<file path="config.mk">
export PLATFORM = sky130hd
export DESIGN_NAME = gear_selector
export DESIGN_NICKNAME = d
export VERILOG_FILES = /design/src/rtl/gsel_pkg.sv /design/src/rtl/gsel_speed_reg.sv /design/src/rtl/gsel_cmp.sv /design/src/rtl/gsel_ctrl.sv /design/src/rtl/gear_selector.sv
export SDC_FILE = /design/constraint.sdc
export NUM_CORES = 1
export LEC_CHECK = 0
export BUFFER_PORTS_ARGS = -buffer_cell sky130_fd_sc_hd__clkbuf_2
export CORE_UTILIZATION = 53
export DETAILED_ROUTE_END_ITERATION = 10
export PLACE_DENSITY = 0.85
export SETUP_SLACK_MARGIN = 0.1
export SYNTH_ARGS = -nofsm -noshare
export SYNTH_HDL_FRONTEND = slang
export SYNTH_SLANG_ARGS = --single-unit
</file>
<file path="constraint.sdc">
create_clock -name clk -period 2.77 [get_ports clk]
set_input_delay 0.554 -clock clk [delete_from_list [all_inputs] [get_ports clk]]
set_output_delay 0.554 -clock clk [all_outputs]
set_load 0.03 [all_outputs]
</file>
<file path="src/rtl/gsel_pkg.sv">
package gsel_pkg;

    typedef enum logic [1:0] {
        LOW_UPD  = 2'b00,
        LOW_CHK  = 2'b01,
        HIGH_UPD = 2'b10,
        HIGH_CHK = 2'b11
    } gsel_state_t;

endpackage

</file>
<file path="src/rtl/gsel_speed_reg.sv">
module gsel_speed_reg #(
    parameter int SPEED_W = 8
) (
    input  logic               clk,
    input  logic               rst_n,
    input  logic               step_en,
    input  logic               step_up,
    output logic [SPEED_W-1:0] speed_q
);
    localparam logic [SPEED_W-1:0] SPEED_MAX = {SPEED_W{1'b1}};
    localparam logic [SPEED_W-1:0] SPEED_MIN = '0;
    localparam logic [SPEED_W-1:0] ONE       = {{(SPEED_W-1){1'b0}}, 1'b1};

    logic [SPEED_W-1:0] speed_d;
    logic               at_top;
    logic               at_floor;

    assign at_top   = (speed_q == SPEED_MAX);
    assign at_floor = (speed_q == SPEED_MIN);

    always_comb begin
        speed_d = speed_q;
        if (step_en) begin
            if (step_up && !at_top) begin
                speed_d = speed_q + ONE;
            end else if (!step_up && !at_floor) begin
                speed_d = speed_q - ONE;
            end
        end
    end

    always_ff @(posedge clk or negedge rst_n) begin
        if (!rst_n) begin
            speed_q <= SPEED_MIN;
        end else begin
            speed_q <= speed_d;
        end
    end
endmodule

</file>
<file path="src/rtl/gsel_cmp.sv">
module gsel_cmp #(
    parameter int SPEED_W   = 8,
    parameter int SHIFT_MPH = 75
) (
    input  logic [SPEED_W-1:0] speed_q,
    output logic               below
);
    localparam logic [SPEED_W-1:0] LIMIT = SPEED_W'(SHIFT_MPH);

    assign below = (speed_q < LIMIT);
endmodule

</file>
<file path="src/rtl/gsel_ctrl.sv">
module gsel_ctrl
    import gsel_pkg::*;
(
    input  logic clk,
    input  logic rst_n,
    input  logic below,
    output logic step_en,
    output logic gear_high,
    output logic light,
    output logic in_chk
);
    gsel_state_t state_q;
    gsel_state_t state_d;

    always_comb begin
        state_d = state_q;
        unique case (state_q)
            LOW_UPD:  state_d = LOW_CHK;
            HIGH_UPD: state_d = HIGH_CHK;
            LOW_CHK:  state_d = below ? LOW_UPD : HIGH_UPD;
            HIGH_CHK: state_d = below ? LOW_UPD : HIGH_UPD;
            default:  state_d = LOW_UPD;
        endcase
    end

    always_ff @(posedge clk or negedge rst_n) begin
        if (!rst_n) begin
            state_q <= LOW_UPD;
        end else begin
            state_q <= state_d;
        end
    end

    always_comb begin
        step_en   = 1'b0;
        gear_high = 1'b0;
        light     = 1'b0;
        in_chk    = 1'b0;
        unique case (state_q)
            LOW_UPD: begin
                step_en = 1'b1;
            end
            LOW_CHK: begin
                in_chk = 1'b1;
            end
            HIGH_UPD: begin
                step_en   = 1'b1;
                gear_high = 1'b1;
                light     = 1'b1;
            end
            HIGH_CHK: begin
                in_chk    = 1'b1;
                gear_high = 1'b1;
                light     = 1'b1;
            end
            default: begin
                step_en = 1'b0;
            end
        endcase
    end
endmodule

</file>
<file path="src/rtl/gear_selector.sv">
module gear_selector #(
    parameter int SPEED_W   = 8,
    parameter int SHIFT_MPH = 75
) (
    input  logic               clk,
    input  logic               rst_n,
    input  logic               accel,
    output logic [SPEED_W-1:0] speed,
    output logic               gear_high,
    output logic               light
);
    logic step_en;
    logic below;
    logic ctrl_chk;

    gsel_speed_reg #(.SPEED_W(SPEED_W)) u_speed (
        .clk     (clk),
        .rst_n   (rst_n),
        .step_en (step_en),
        .step_up (accel),
        .speed_q (speed)
    );

    gsel_cmp #(.SPEED_W(SPEED_W), .SHIFT_MPH(SHIFT_MPH)) u_cmp (
        .speed_q (speed),
        .below   (below)
    );

    gsel_ctrl u_ctrl (
        .clk       (clk),
        .rst_n     (rst_n),
        .below     (below),
        .step_en   (step_en),
        .gear_high (gear_high),
        .light     (light),
        .in_chk    (ctrl_chk)
    );
endmodule

</file>
==> load_flow_metrics.sql <==
INSERT INTO impl_metrics (metric_group, metric, value, unit) VALUES
('synth', 'syn-num-nets', '80', ''),
('clocking', 'clock_tree.buffer_depth', '2', ''),
('synth', 'synthDistinctLibCells', '25', ''),
('global_route', 'grt_max_degree', '11', ''),
('floorplan', 'die_width', '39.35', 'um'),
('clocking', 'clockRootBuffer', 'sky130_fd_sc_hd__clkbuf_4', ''),
('critical_path', 'crit_arrival', '2630', 'ps'),
('synth', 'synth_edf_count', '0', ''),
('timing', 'slew_violations', '0', ''),
('critical_path', 'r2r_end', 'u_speed.speed_q[5]', ''),
('critical_path', 'crit_fanout', '9', ''),
('placement', 'numPortBuffers', '12', ''),
('timing', 'unrepaired_setup_endpoints_after_global_routing', 'false', ''),
('timing', 'max_freq', '406.5', 'MHz'),
('synth', 'synth.top_cells.by_count', 'sky130_fd_sc_hd__dfrtp_1 (10), sky130_fd_sc_hd__a21oi_1 (8), sky130_fd_sc_hd__ha_1 (6), sky130_fd_sc_hd__nor2_1 (6), sky130_fd_sc_hd__xnor2_1 (6)', ''),
('global_route', 'antenna_found_initial', '0', ''),
('timing', 'period_share', '88.81', '%'),
('critical_path', 'critPathKind', 'flip-flop to flip-flop', ''),
('floorplan', 'start_util', '56.83', '%'),
('floorplan', 'design.die.area', '1548', 'um^2'),
('floorplan', 'coreArea', '1301', 'um^2'),
('drt', 'dr.first_iter.drc_count', '17', ''),
('floorplan', 'floorplan.rows', '13', ''),
('critical_path', 'regToRegStartpoint', 'u_speed.speed_q[0]', ''),
('drt', 'wire_per_inst', '14.45', 'um'),
('drt', 'route.detailed.drc', '2', ''),
('critical_path', 'endpoint_kind', 'flip-flop', ''),
('power_and_ir_drop', 'peak_supply_drop', '0.6025', 'mV'),
('drt', 'drt-total-wl', '1.431', 'mm'),
('worst_hold_path', 'hold_path.class', 'input pin to asynchronous set/reset pin', ''),
('timing', 'timing.final.setup_violations', '0', ''),
('critical_path', 'start_kind', 'flip-flop', ''),
('synth', 'synth_top_cell_by_area', 'sky130_fd_sc_hd__dfrtp_1', ''),
('global_route', 'grt_first_pass_wirelength', '2.173', 'mm'),
('global_route', 'overflow', '0', ''),
('synth', 'cell_area_synth', '739.5', 'um^2'),
('floorplan', 'chipHeight', '39.35', 'um'),
('critical_path', 'cp_data_required_time', '2940', 'ps'),
('floorplan', 'num_io_pins', '13', ''),
('clocking', 'worstSkewPairLatency', '280', 'ps'),
('power_and_ir_drop', 'power.density', '1381', 'nW/um^2'),
('synth', 'synth_seq_area_share', '33.84', '%'),
('drt', 'detailroute.via_count', '573', ''),
('timing', 'slew-limit-headroom', '75.77', '%'),
('synth', 'postSynthCellCount', '70', ''),
('final_layout', 'num_antenna_cells', '0', ''),
('synth', 'synth_area_per_cell', '10.56', 'um^2'),
('synth', 'synth_largest_type_area_fraction', '33.84', '%'),
('run_status', 'violations_in_the_final_reports', 'design-rule violations', ''),
('timing', 'fin_skew', '3.650', 'ps'),
('drt', 'final_antenna_net_count', '0', ''),
('synth', 'ys.flop_type', 'sky130_fd_sc_hd__dfrtp_1', ''),
('synth', 'post-synth-top-count-cell', 'sky130_fd_sc_hd__dfrtp_1', ''),
('drt', 'firstDrtPassIters', '8', ''),
('clocking', 'tritoncts_clock_tree', 'yes', ''),
('clocking', 'clkTransAtPathRegs', '70', 'ps'),
('clocking', 'clock_sinks', '10', ''),
('synth', 'yosys-top-cells-area', 'sky130_fd_sc_hd__dfrtp_1 (34%), sky130_fd_sc_hd__ha_1 (10%), sky130_fd_sc_hd__mux2_4 (10%)', ''),
('clocking', 'hold_buffers', '0', ''),
('timing', 'final.setup.tns', '0', 'ps'),
('critical_path', 'ff2ff_path_depth', '8', ''),
('placement', 'gpl.final_weighted_congestion', '0.7633', ''),
('synth', 'synth-warning-count', '0', ''),
('final_layout', 'final_nets', '95', ''),
('power_and_ir_drop', 'power.total', '0.001164', 'W'),
('global_route', 'aggregate_global_route_resource_usage', '21.60', '%'),
('synth', 'yosys_register_bits', '10', ''),
('run_status', 'outcome', 'complete, but fails checks', ''),
('global_route', 'via_count_of_the_first_global_routing_pass', '509', ''),
('critical_path', 'setup.reg_to_reg.worst_slack', '310', 'ps'),
('timing', 'finalHoldViolCount', '0', '');
flip-flops by register name, indices dropped and copies added (netlist names), named ones only:
register         count
u_speed.speed_q      8
u_ctrl.state_q       1
area by class of cell:
| class | instances | area, um^2 |
|---|---|---|
| Clock buffer | 4 | 36.28 |
| Fill cell | 115 | 457.9 |
| Inverter | 2 | 7.507 |
| Multi-Input combinational cell | 56 | 470.5 |
| Sequential cell | 10 | 250.2 |
| Tap cell | 15 | 18.77 |
| Timing Repair Buffer | 12 | 60.06 |
layer usage:
layer	GRT usage, %	up-vias	part of all wire (%)
met4	12.93	0	1.4
li1	-	284	-
met1	26.92	276	47
met5	0	-	0
met2	34.58	11	49
met3	3.409	2	2.8
where the power goes:
part / internal (W) / switching, W
registers: 0.000212 / 0.000125
clock network: 0.0000802 / 0.0000569
logic: 0.000302 / 0.000388
how the worst max path moves through the flow:
stage / from / endpoint / slack, ps / depth (start not counted)
floorplan: u_speed.speed_q[0] / u_speed.speed_q[5] / 420 / 8
global placement: u_speed.speed_q[0] / u_speed.speed_q[5] / 450 / 8
detailed placement: u_speed.speed_q[0] / u_speed.speed_q[5] / 310 / 8
CTS: u_speed.speed_q[0] / u_speed.speed_q[5] / 300 / 8
global route: u_speed.speed_q[0] / u_speed.speed_q[5] / 190 / 8
finish: u_speed.speed_q[0] / u_speed.speed_q[5] / 310 / 8
per-stage QoR:
step | setup WS [ps] | cell area, um^2 | util [%] | instances | hold WS (ps)
4_1_cts | 300.0 | 843.3 | 64.81 | 99 | 132.0
3_5_place_dp | 313.3 | 807.0 | 62.02 | 95 | 433.8
6_report | 310.0 | 843.3 | 64.81 | 99 | 124.4
2_1_floorplan | 422.7 | 739.5 | - | 70 | 258.4
5_1_grt | 189.5 | 843.3 | 64.81 | 99 | 142.8
3_3_place_gp | 446.5 | 807.0 | 62.02 | 95 | 428.5
logic make-up (layout without fill, tap and decap cells):
kind of cell	count (synthesis)	count (layout)	share of synthesized area, %
and+or+nand+nor	15	15	9.305
muxes	6	6	11.51
xor gates and xnor gates	7	7	8.291
buffers and inverters	4	18	2.538
AOI/OAI and AO/OA	21	21	21.66
DFF	10	10	33.84
adders and majority gates	7	7	12.86
placed cells by master (no fill, tap or decap), types with 3 or more instances in the layout:
cell type                   n
sky130_fd_sc_hd__a21o_2     3
sky130_fd_sc_hd__a21oi_1    8
sky130_fd_sc_hd__clkbuf_2  12
sky130_fd_sc_hd__clkbuf_4   3
sky130_fd_sc_hd__dfrtp_1   10
sky130_fd_sc_hd__ha_1       6
sky130_fd_sc_hd__mux2_4     5
sky130_fd_sc_hd__nand2_1    4
sky130_fd_sc_hd__nor2_1     6
sky130_fd_sc_hd__xnor2_1    6
worst max-delay path, cell delays in order, from the launching register on:
cell                       delay, ps
sky130_fd_sc_hd__dfrtp_1         540
sky130_fd_sc_hd__nand4_1         200
sky130_fd_sc_hd__o21ai_4         340
sky130_fd_sc_hd__ha_1            350
sky130_fd_sc_hd__o21ai_0         290
sky130_fd_sc_hd__o21bai_1        100
sky130_fd_sc_hd__a21oi_1         190
sky130_fd_sc_hd__xnor2_1          80
sky130_fd_sc_hd__mux2_4          260
(Power assumes the default switching activity.)
